===== src/rtl/carry_alu_pkg.sv =====
package carry_alu_pkg;

    localparam int INSN_W = 16;
    localparam int NIB_W  = 4;

    localparam logic [NIB_W-1:0] GRP_BINARY = 4'h3;
    localparam logic [NIB_W-1:0] GRP_UNARY  = 4'h6;
    localparam logic [NIB_W-1:0] FN_ADDC    = 4'hE;
    localparam logic [NIB_W-1:0] FN_ADDV    = 4'hF;
    localparam logic [NIB_W-1:0] FN_SUBC    = 4'hA;
    localparam logic [NIB_W-1:0] FN_SUBV    = 4'hB;
    localparam logic [NIB_W-1:0] FN_NEGC    = 4'hA;

    typedef enum logic [2:0] {
        OP_NONE,
        OP_ADDC,
        OP_ADDV,
        OP_SUBC,
        OP_SUBV,
        OP_NEGC
    } alu_op_e;

    typedef enum logic [1:0] {
        ST_IDLE,
        ST_WRITE,
        ST_REJECT
    } alu_state_e;

endpackage


===== src/rtl/carry_alu_decode.sv =====
module carry_alu_decode
    import carry_alu_pkg::*;
(
    input  logic [NIB_W-1:0] grp_i,
    input  logic [NIB_W-1:0] fn_i,
    output alu_op_e          op_o
);
    always_comb begin
        op_o = OP_NONE;
        unique case (grp_i)
            GRP_BINARY: begin
                unique case (fn_i)
                    FN_ADDC: op_o = OP_ADDC;
                    FN_ADDV: op_o = OP_ADDV;
                    FN_SUBC: op_o = OP_SUBC;
                    FN_SUBV: op_o = OP_SUBV;
                    default: op_o = OP_NONE;
                endcase
            end
            GRP_UNARY: begin
                if (fn_i == FN_NEGC) op_o = OP_NEGC;
            end
            default: op_o = OP_NONE;
        endcase
    end
endmodule


===== src/rtl/carry_alu_datapath.sv =====
module carry_alu_datapath
    import carry_alu_pkg::*;
#(
    parameter int XLEN = 32
) (
    input  alu_op_e         op_i,
    input  logic [XLEN-1:0] rn_i,
    input  logic [XLEN-1:0] rm_i,
    input  logic            t_i,
    output logic [XLEN-1:0] res_o,
    output logic            t_o
);
    localparam int MSB = XLEN - 1;
    localparam int EXT = XLEN + 1;

    logic [EXT-1:0] rn_x, rm_x, t_x;
    logic [EXT-1:0] add_c, sub_c, neg_c;
    logic [XLEN-1:0] add_v, sub_v;
    logic            add_ovf, sub_ovf;

    assign rn_x = {1'b0, rn_i};
    assign rm_x = {1'b0, rm_i};
    assign t_x  = {{XLEN{1'b0}}, t_i};

    // Both stages folded into one wide sum: the top bit is the combined carry/borrow.
    assign add_c = rn_x + rm_x + t_x;
    assign sub_c = rn_x - rm_x - t_x;
    assign neg_c = {EXT{1'b0}} - rm_x - t_x;

    assign add_v   = rn_i + rm_i;
    assign sub_v   = rn_i - rm_i;
    assign add_ovf = (rn_i[MSB] == rm_i[MSB]) && (add_v[MSB] != rn_i[MSB]);
    assign sub_ovf = (rn_i[MSB] != rm_i[MSB]) && (sub_v[MSB] != rn_i[MSB]);

    always_comb begin
        res_o = rn_i;
        t_o   = t_i;
        unique case (op_i)
            OP_ADDC: begin res_o = add_c[MSB:0]; t_o = add_c[XLEN]; end
            OP_ADDV: begin res_o = add_v;        t_o = add_ovf;     end
            OP_SUBC: begin res_o = sub_c[MSB:0]; t_o = sub_c[XLEN]; end
            OP_SUBV: begin res_o = sub_v;        t_o = sub_ovf;     end
            OP_NEGC: begin res_o = neg_c[MSB:0]; t_o = neg_c[XLEN]; end
            default: begin res_o = rn_i;         t_o = t_i;         end
        endcase
    end
endmodule


===== src/rtl/carry_alu.sv =====
module carry_alu
    import carry_alu_pkg::*;
#(
    parameter int XLEN = 32
) (
    input  logic            clk,
    input  logic            rst_n,
    input  logic            valid_i,
    input  logic [15:0]     insn_i,
    input  logic [XLEN-1:0] rn_i,
    input  logic [XLEN-1:0] rm_i,
    input  logic            t_i,
    output logic [XLEN-1:0] result_o,
    output logic            t_o,
    output logic            wr_en_o,
    output logic            t_upd_o,
    output logic            unhandled_o,
    output logic [3:0]      rd_idx_o,
    output logic [3:0]      rs_idx_o
);
    alu_op_e         op;
    logic [XLEN-1:0] res_d;
    logic            t_d;
    alu_state_e      state_q, state_d;

    carry_alu_decode u_dec (
        .grp_i (insn_i[15:12]),
        .fn_i  (insn_i[3:0]),
        .op_o  (op)
    );

    carry_alu_datapath #(.XLEN(XLEN)) u_dp (
        .op_i  (op),
        .rn_i  (rn_i),
        .rm_i  (rm_i),
        .t_i   (t_i),
        .res_o (res_d),
        .t_o   (t_d)
    );

    always_comb begin
        state_d = ST_IDLE;
        unique case (state_q)
            ST_IDLE, ST_WRITE, ST_REJECT: begin
                if (valid_i) state_d = (op == OP_NONE) ? ST_REJECT : ST_WRITE;
                else         state_d = ST_IDLE;
            end
            default: state_d = ST_IDLE;
        endcase
    end

    always_ff @(posedge clk) begin
        if (!rst_n) state_q <= ST_IDLE;
        else        state_q <= state_d;
    end

    always_ff @(posedge clk) begin
        if (!rst_n) begin
            result_o <= '0;
            t_o      <= 1'b0;
            rd_idx_o <= '0;
            rs_idx_o <= '0;
        end else if (valid_i) begin
            result_o <= res_d;
            t_o      <= t_d;
            rd_idx_o <= insn_i[11:8];
            rs_idx_o <= insn_i[7:4];
        end
    end

    always_comb begin
        wr_en_o     = 1'b0;
        t_upd_o     = 1'b0;
        unhandled_o = 1'b0;
        unique case (state_q)
            ST_WRITE:  begin wr_en_o = 1'b1; t_upd_o = 1'b1; end
            ST_REJECT: unhandled_o = 1'b1;
            default:   ;
        endcase
    end
endmodule


===== config.mk =====
export PLATFORM = sky130hd
export DESIGN_NAME = carry_alu
export DESIGN_NICKNAME = d
export VERILOG_FILES = /design/src/rtl/carry_alu_pkg.sv /design/src/rtl/carry_alu_decode.sv /design/src/rtl/carry_alu_datapath.sv /design/src/rtl/carry_alu.sv
export SDC_FILE = /design/constraint.sdc
export NUM_CORES = 1
export LEC_CHECK = 0
export BUFFER_PORTS_ARGS = -buffer_cell sky130_fd_sc_hd__buf_2
export CORE_ASPECT_RATIO = 1.75
export CORE_MARGIN = 2
export CORE_UTILIZATION = 25
export DETAILED_ROUTE_END_ITERATION = 6
export SYNTH_ARGS = -nofsm -noshare
export SYNTH_HDL_FRONTEND = slang
export SYNTH_HIERARCHICAL = 1
export SYNTH_SLANG_ARGS = --single-unit
export TNS_END_PERCENT = 10

===== constraint.sdc =====
create_clock -name clk -period 11.5 [get_ports clk]
set_input_delay 2.3 -clock clk [delete_from_list [all_inputs] [get_ports clk]]
set_output_delay 2.3 -clock clk [all_outputs]
set_load 0.02 [all_outputs]

==> out/metrics.yaml, run 1 <==
final_layout:
  drive_above_1_share: 0.111
  syn2layout_area_growth_pct: 11.6
  n_fill_cell: 5103
  final_common_cell: "ha_1"
  area.sequential_sq_um: 861
  stdcell_count: 2311
  finish.utilization: 0.282
  multiInputGateArea_sq_um: 9830
  layout.cells.most_common_list: "159 x ha_1, 153 x a21oi_1, 147 x inv_1"
  finalNetCount: 1976
power:
  totalPowerFinal_mw: 1.06
  total_power_density_per_cell_area_nw_per_um2: 81.6
  power.leakage_nw: 5.65
  max-vdd-ir-drop_mv: 0.0670
die:
  floorplan.die_area_sq_um: 48300
  core_region_area_sq_um: 45900
  die_wd_um: 167
  initial_core_util: 0.253
  floorplan.io_pins: 128
  row_count: 104
  die_height_um: 289
synthesis:
  synth-xor-area-share: 0.0641
  yosys_register_bits: 43
  netlist-cell-type-count: 82
  synthMuxAreaShare: 0.0440
  syn_area_sq_um: 11600
  synth-async-reset-ratio: 0
  syn-mean-instance-area_sq_um: 7.02
  main_combinational_cell_family_by_area_after_synthesis: "compound AO/OA/AOI/OAI gates"
  count_of_flip_flops_with_a_built_in_enable_after_synthesis: 0
  synth.yosys.seq_area_share: 0.0741
  synth_fp_nets: 1904
  count_of_mapped_cells_out_of_synthesis: 1655
  synthFlopType: "dfxtp_1"
  post_synth_and_or_nand_nor_area_fraction: 0.202
  synth_compound_area_frac: 0.351
  synthesis.yosys.warnings: 6
  yosys.area_share.adder: 0.182
clocking:
  cts-root-to-sink-buffers: 2
  htree_num_levels: 2
  cts_setup_buffers: 0
  clock-root-buffer: "clkbuf_16"
  postCtsResizedCells: 0
  clk_pin_slew_ps: 70
  cts_made_buffers: 5
  clock_sinks: 43
  tritoncts: "built"
  clk_latency_ps: 310
  cts_hold_buffers: 0
placed_design:
  place_hpwl_mm: 52.6
  number_of_placed_instances_taps_included: 2303
  io_buffer_count: 127
  finalWeightedCongestion: 1.07
sta:
  timing_hold_violations_final: 0
  timing_max_transition_violations_final: 0
  finalCritPeriodShare: 0.590
  min_hold_slack_ps: 517
  timing.final.crit_period_ps: 6790
  setup-violations-final: 0
  setup_total_negative_slack_ps: 0
  clock_skew_ps: 0.633
  worstMarginPinSlew_ps: 1350
  setup_repair_after_global_routing_missed_its_margin: "false"
  max_slew_margin: 0.0968
  maxClockFrequency_ghz: 0.147
setup_path:
  timing.critical_path.fanout_max: 15
  critical-path-max-stage-delay_ps: 690
  timing.critical_path.required_ps: 11730
  cp_data_arrival_time_ps: 7020
  worst-path-stages: 17
  cpMostUsedCell: "inv_1"
  critical_path.top_delay_family: "compound AO/OA/AOI/OAI gates"
  crit_path_cell_trace: "buf_2 > inv_1 > ha_1 > inv_1 > ha_1 > inv_1 > o211ai_1 > nand3_1 > o41a_1 > o41ai_1 > buf_4 > a311oi_1 > xnor2_1 > nand2_1 > a32oi_1 > mux2i_1 > nor2b_1"
  critical_path.n_buffers_inverters: 5
  worst-setup-path-type: "in -> reg"
  worst_setup_path_start_kind: "input port"
  worst_setup_path_end_kind: "register"
  crit_slowest_cell: "o211ai_1"
  worst-r2r-cell-count: 2
detailed_routing:
  firstDrtPassIters: 7
  routed_wire_length_per_instance_um: 28.2
  vias_per_cell: 6.00
  drt_iter0_markers: 1203
  detail-route-antenna-nets: 0
  drt_drc_violations_left: 0
  num_vias: 13900
  routed_wirelength_mm: 65.1
min_path:
  holdPathStages: 2
  min_path_type: "reg -> reg"
grt:
  grt_first_pass_wirelength_mm: 92.5
  largest_net_degree_at_the_start_of_global_routing: 43
  grt_pass1_vias: 14000
  grt_use_total: 0.259
  antenna_found_initial: 0
  grt_overflow_total: 0
run:
  maxCapViolations: 0
outcome:
  outcome: "completed"
## routing by layer
metal	vias up	wire length (um)	track usage
li1	6274	-	-
met1	6539	20300	0.235
met2	745	33800	0.492
met3	307	3210	0.0269
met4	0	7780	0.253
met5	-	0	0
## stage by stage
| step | cell area (sq um) | setup slack (ps) |
|---|---|---|
| detailed placement | 12800 | 4520 |
| floorplan | 11600 | 5810 |
| CTS | 13000 | 4830 |
| global placement | 12800 | 4540 |
| finish | 13000 | 4710 |
| global route | 13000 | 4560 |
## power by group
| group | total [mW] | internal (mW) | switching (mW) |
|---|---|---|---|
| Sequential | 0.165 | 0.158 | 0.00672 |
| Combinational | 0.719 | 0.241 | 0.478 |
| Clock | 0.175 | 0.102 | 0.0736 |
## sequential cells by signal, indices dropped and copies added (netlist names)
signal    count
result_o     32
rd_idx_o      4
rs_idx_o      4
state_q       2
t_o           1
## synth_stat cells, types with 43 or more instances
library cell,number,share of area
a21o_1,46,0.030
nor2_1,94,0.030
mux2i_1,50,0.043
a21oi_1,154,0.066
xnor2_1,67,0.050
nand2_1,115,0.037
dfxtp_1,43,0.074
o21ai_0,97,0.042
clkbuf_1,65,0.021
inv_1,147,0.047
nor2b_1,60,0.032
ha_1,159,0.17
nand3_1,44,0.019
## cells by family (layout without fill, tap and decap cells)
logic type	after synthesis	in the layout
AO/OA/AOI/OAI	608	608
other	0	1
flip-flops	43	43
XOR/XNOR	85	85
adder cells (fa/ha/maj)	165	165
AND/OR/NAND/NOR	465	465
buffers and inverters	238	310
multiplexers	51	51
## path summary, 6_finish.rpt
check / startpoint / to / slack, ps
max reg2reg: result_o[19] / result_o[19] / 10560
min: result_o[10] / result_o[10] / 520
min reg2reg: result_o[10] / result_o[10] / 520
max: rn_i[3] / result_o[27] / 4710
## final cells by class
| type | instances | share of cell area |
|---|---|---|
| Clock inverter | 2 | 0.00289 |
| Timing Repair Buffer | 152 | 0.0635 |
| Multi-Input combinational cell | 1374 | 0.758 |
| Sequential cell | 43 | 0.0663 |
| Inverter | 151 | 0.0437 |
| Clock buffer | 5 | 0.00964 |
| Antenna cell | 1 | 0.000193 |
| Tap cell | 583 | 0.0562 |
## tightest hold or removal path: cells and delay by family (launching register included)
kind             cells  cell delay [ps]
multiplexers         1               60
flip-flops           1              330
AND/OR/NAND/NOR      1               90
Note: power is estimated with default switching activity, not from simulation.
==> run 2: changes to the inputs <==
Settings changed: ABC_AREA set to 1.
Clock period 11.5 ns to 6.56 ns, I/O delays scaled along.
==> out/metrics.yaml, run 2 <==
outcome:
  outcome: "completed"
die:
  row_count: 113
  floorplan.io_pins: 128
  die_height_um: 315
  die_wd_um: 182
  initial_core_util: 0.253
  floorplan.die_area_sq_um: 57200
  core_region_area_sq_um: 54400
clocking:
  clk_pin_slew_ps: 70
  postCtsResizedCells: 0
  cts-root-to-sink-buffers: 2
  cts_setup_buffers: 0
  tritoncts: "built"
  cts_hold_buffers: 0
  clock_sinks: 43
  clock-root-buffer: "clkbuf_16"
  cts_made_buffers: 5
  htree_num_levels: 2
  clk_latency_ps: 290
setup_path:
  worst-setup-path-type: "in -> reg"
  worst_setup_path_end_kind: "register"
  crit_slowest_cell: "nand2_1"
  timing.critical_path.fanout_max: 25
  worst_setup_path_start_kind: "input port"
  crit_path_cell_trace: "buf_2 > inv_1 > nand2_1 > nor2_1 > nand2_1 > nand2_1 > inv_1 > nor2_1 > nand2_1 > nand3_1 > inv_2 > nand2_1 > nand3_1 > nor2_1 > nor2_1"
  cp_data_arrival_time_ps: 4930
  timing.critical_path.required_ps: 6800
  critical-path-max-stage-delay_ps: 760
  cpMostUsedCell: "nand2_1"
sta:
  timing.final.crit_period_ps: 4700
  maxClockFrequency_ghz: 0.213
  timing_hold_violations_final: 0
  finalWorstSetupSlack_ps: 1860
  max_slew_margin: 0.303
  finalCritPeriodShare: 0.716
  min_hold_slack_ps: 493
  setup-violations-final: 0
  setup_repair_after_global_routing_missed_its_margin: "false"
  clock_skew_ps: 0.0819
  worstMarginPinSlew_ps: 1040
  setup_total_negative_slack_ps: 0
  timing_max_transition_violations_final: 0
detailed_routing:
  drt_drc_violations_left: 0
  wl_met3_mm: 3.18
  drt_iter0_markers: 1233
  routed_wire_length_per_instance_um: 20.7
  detail-route-antenna-nets: 0
  met2RoutedLength_mm: 36.1
  met1_length_mm: 24.1
  num_vias: 17300
  vias_per_cell: 4.89
  routed_wirelength_mm: 72.9
  firstDrtPassIters: 6
  highest_layer: "met4"
synthesis:
  synthesis.yosys.warnings: 6
  synthFlopType: "dfxtp_1"
  synth_top_area_share: 0.259
  count_of_flip_flops_with_a_built_in_enable_after_synthesis: 0
  synth_commonest_cells: "952 x nand2_1, 544 x inv_1, 320 x nor2_1, 221 x nand3_1, 159 x ha_1"
  synth_fp_nets: 3001
  count_of_mapped_cells_out_of_synthesis: 2752
  synthDominantAreaCellType: "nand2_1"
  synth.yosys.seq_area_share: 0.0624
  most_common_cell_in_the_netlist: "nand2_1"
  post_synth_main_area_contributors: "nand2_1 26%, inv_1 15%, ha_1 14%"
  yosys_register_bits: 43
  syn-mean-instance-area_sq_um: 5.01
  syn_area_sq_um: 13800
  synth-async-reset-ratio: 0
  netlist-cell-type-count: 45
placed_design:
  io_buffer_count: 127
  finalWeightedCongestion: 1.03
  place_hpwl_mm: 61.5
  place_ws_ps: 1670
  dpl_cell_area_sq_um: 15000
run:
  maxCapViolations: 0
power:
  share_comb_of_total_power: 0.678
  share_clk_of_total_power: 0.165
  sw_frac_of_total: 0.554
  power.share.sequential: 0.157
  total_power_density_per_cell_area_nw_per_um2: 124
  net-switching-power_mw: 1.04
  power.leakage_nw: 9.13
  internal_power_mw: 0.840
  max-vdd-ir-drop_mv: 0.0794
grt:
  largest_net_degree_at_the_start_of_global_routing: 44
  antenna_found_initial: 0
  grt_use_total: 0.250
  grt_first_pass_wirelength_mm: 104
  grt_overflow_total: 0
  grt_pass1_vias: 16600
final_layout:
  final_common_cell: "nand2_1"
  finish.utilization: 0.279
  layout.cells.most_common_list: "952 x nand2_1, 544 x inv_1, 320 x nor2_1"
  drive_above_1_share: 0.0715
  finish.instance_area_sq_um: 15200
  antennaDiodeCount: 0
  largest_register_ffs: 32
  finalNetCount: 3086
  registers.top_by_ff_count: "result_o"
  biggestRegsByFlops: "result_o: 32 flops, rd_idx_o: 4 flops, rs_idx_o: 4 flops"
  syn2layout_area_growth_pct: 10.2
min_path:
  min_path_type: "reg -> reg"
==> run 2: cell count changes in the layout (fill, tap and decap cells not counted), sizes merged, moves of 21 or more <==
cell,before,now
nand2,116,971
a31oi,32,1
nor2b,60,0
mux2i,50,0
a21o,46,4
inv,148,558
a211oi,21,0
nand3,45,224
nor2,94,329
o31ai,26,2
o21ai,98,120
xnor2,67,3
a22oi,22,0
==> run 2: power by group through the flow <==
| stage | Sequential (mW) | Clock, mW | Combinational, mW |
|---|---|---|---|
| after detailed placement | 0.301 | 0 | 1.25 |
| after global placement | 0.301 | 0 | 1.24 |
| after CTS | 0.295 | 0.316 | 1.25 |
| after global routing | 0.296 | 0.324 | 1.41 |
| after floorplan | 0.316 | 0 | 0.821 |
| final | 0.295 | 0.310 | 1.28 |
==> run 2: final cells by class <==
type	count	area [sq um]
clock buffers	6	139
clock inverters	2	35.0
fillers	6395	39200
inverters	558	2090
multi-input cells	2097	10500
flip-flops and latches	43	861
well taps	690	863
repair buffers	132	673
==> run 2: worst paths after layout <==
path | depth (start not counted) | from | slack [ps] | to
setup / recovery | 15 | insn_i[2] | 1860 | t_o
hold reg to reg | 2 | result_o[3] | 490 | result_o[3]
setup reg to reg | 2 | result_o[22] | 5770 | result_o[22]
hold / removal | 2 | result_o[3] | 490 | result_o[3]
==> run 2: stage by stage <==
stage	std cells	total power, mW
2_1_floorplan	2752	1.14
3_3_place_gp	3520	1.54
3_5_place_dp	3520	1.55
4_1_cts	3528	1.87
5_1_grt	3528	2.04
6_report	3528	1.88
==> run 2: cells by family after synthesis <==
| family | count (synthesis) | synth area share |
|---|---|---|
| AO/OA/AOI/OAI | 313 | 0.125 |
| XOR/XNOR | 6 | 0.00381 |
| adder cells (fa/ha/maj) | 165 | 0.153 |
| buffers and inverters | 612 | 0.174 |
| flip-flops | 43 | 0.0624 |
| AND/OR/NAND/NOR | 1613 | 0.483 |
==> run 2: worst max-delay path: cells and delay by family <==
family        cells  cell delay (ps)
simple gates     11             2590
buf+inv           4             1010
==> run 2: layer usage <==
metal / up-vias / track usage
li1: 8652 / -
met1: 7617 / 0.229
met2: 694 / 0.462
met3: 300 / 0.0247
met4: 0 / 0.271
met5: - / 0
==> run 3: changes to the inputs <==
Clock period 6.56 ns to 4.2 ns, I/O delays scaled along.
==> out/metrics.yaml, run 3 (synthesis gave the netlist of run 2 again) <==
detailed_routing:
  drt_drc_violations_left: 0
  routed_wire_length_per_instance_um: 20.9
  routed_wirelength_mm: 75.0
  drt_iter0_markers: 1224
  firstDrtPassIters: 6
  detail-route-antenna-nets: 0
  vias_per_cell: 4.90
  num_vias: 17600
setup_path:
  crit_path_cell_trace: "buf_2 > inv_1 > ha_1 > inv_1 > ha_1 > nand2_1 > nor2_1 > and2_1 > nand2_1 > nand2_1 > nand2_1 > nand2_1 > nand2_1 > nand3_1 > nand2_1 > nor2_1 > nand3_1 > nor2_1 > nor2_1"
  critical-path-max-stage-delay_ps: 400
  worst-setup-path-type: "in -> reg"
  worstReg2RegEnd: "result_o[14]"
  crit_slowest_cell: "ha_1"
  cp_data_arrival_time_ps: 4030
  worst_setup_path_start_kind: "input port"
  cpMostUsedCell: "nand2_1"
  worst-r2r-cell-count: 2
  setup.reg_to_reg.worst_slack_ps: 3490
  timing.critical_path.required_ps: 4380
  worst_setup_path_end_kind: "register"
  reg2reg_from: "result_o[14]"
  timing.critical_path.fanout_max: 6
die:
  row_count: 113
  floorplan.io_pins: 128
  die_height_um: 315
  die_wd_um: 182
  floorplan.die_area_sq_um: 57200
  core_region_area_sq_um: 54400
  initial_core_util: 0.253
run:
  maxCapViolations: 0
placed_design:
  dpl_cell_area_sq_um: 15500
  finalWeightedCongestion: 1.05
  io_buffer_count: 127
  place_ws_ps: 240
  place_hpwl_mm: 63.1
  number_of_placed_instances_taps_included: 3582
sta:
  worstMarginPinSlew_ps: 1150
  max_slew_margin: 0.222
  min_hold_slack_ps: 484
  timing_max_transition_violations_final: 0
  timing.final.crit_period_ps: 3850
  finalCritPeriodShare: 0.917
  setup_total_negative_slack_ps: 0
  clock_skew_ps: 0.0257
  timing_hold_violations_final: 0
  setup_repair_after_global_routing_missed_its_margin: "false"
  maxClockFrequency_ghz: 0.260
  finalWorstSetupSlack_ps: 347
  setup-violations-final: 0
clocking:
  clk_latency_ps: 290
  clock_sinks: 43
  cts-root-to-sink-buffers: 2
  clock-root-buffer: "clkbuf_16"
  clk_pin_slew_ps: 60
  postCtsResizedCells: 0
  cts_made_buffers: 5
  cts_hold_buffers: 0
  htree_num_levels: 2
  tritoncts: "built"
  cts_setup_buffers: 0
grt:
  grt_pass1_vias: 17000
  grt_overflow_total: 0
  grt_use_total: 0.256
  antenna_found_initial: 4
  grt_first_pass_wirelength_mm: 107
  largest_net_degree_at_the_start_of_global_routing: 44
power:
  total_power_density_per_cell_area_nw_per_um2: 195
  max-vdd-ir-drop_mv: 0.108
  totalPowerFinal_mw: 3.06
  power.leakage_nw: 9.43
final_layout:
  finish.utilization: 0.288
  biggestRegsByFlops: "result_o: 32 flops, rd_idx_o: 4 flops, rs_idx_o: 4 flops"
  layout.cells.most_common_list: "952 x nand2_1, 544 x inv_1, 320 x nor2_1"
  final_common_cell: "nand2_1"
  largest_register_ffs: 32
  n_fill_cell: 6420
  finish.instance_area_sq_um: 15700
  registers.top_by_ff_count: "result_o"
  stdcell_count: 3591
  syn2layout_area_growth_pct: 13.7
  drive_above_1_share: 0.0910
  finalNetCount: 3148
min_path:
  timing.hold.worst.start: "result_o[24]"
  holdPathStages: 2
  timing.hold.worst_endpoint: "result_o[24]"
  min_path_type: "reg -> reg"
outcome:
  outcome: "completed"
==> run 3: cell count changes in the layout (fill, tap and decap cells not counted), sizes merged <==
| cell | before | now |
|---|---|---|
| buf | 132 | 194 |
| bufinv | 1 | 2 |
| clkinv | 1 | 0 |
| diode | 0 | 1 |
==> run 3: report_power, final <==
part           internal, mW  total [mW]  leakage (nW)  switching (mW)
logic                 0.631        2.09          8.98            1.46
clock network         0.342       0.516        0.0911           0.174
registers             0.437       0.451         0.357          0.0140
total                  1.41        3.06          9.43            1.65
==> run 3: layout make-up <==
type	instances	area (sq um)	share of cell area
Antenna cell	1	2.50	0.000159
Clock buffer	6	129	0.00821
Clock inverter	2	60.1	0.00383
Inverter	558	2090	0.133
Multi-Input combinational cell	2097	10500	0.672
Sequential cell	43	861	0.0549
Tap cell	690	863	0.0550
Timing Repair Buffer	194	1140	0.0726
==> run 3: worst max-delay path by stage <==
stage | depth (start not counted) | to | slack [ps] | from
6_report | 19 | result_o[24] | 350 | rn_i[14]
5_1_grt | 19 | result_o[24] | 200 | rn_i[14]
4_1_cts | 19 | result_o[24] | 530 | rn_i[14]
3_5_place_dp | 19 | result_o[24] | 240 | rn_i[14]
3_3_place_gp | 19 | result_o[24] | 240 | rn_i[14]
2_1_floorplan | 18 | result_o[14] | 1280 | rm_i[0]
==> run 3: worst max-delay path: cells and delay by family <==
family | cells | cell delay, ps
adders and majority gates | 2 | 760
buffers and inverters | 3 | 520
and+or+nand+nor | 14 | 1900
==> run 3: layer usage <==
layer | vias to the layer above | GRT usage | part of all wire
li1 | 8787 | - | -
met1 | 7789 | 0.235 | 0.33
met2 | 691 | 0.471 | 0.49
met3 | 314 | 0.0308 | 0.045
met4 | 8 | 0.275 | 0.13
met5 | - | 0 | 0.00059
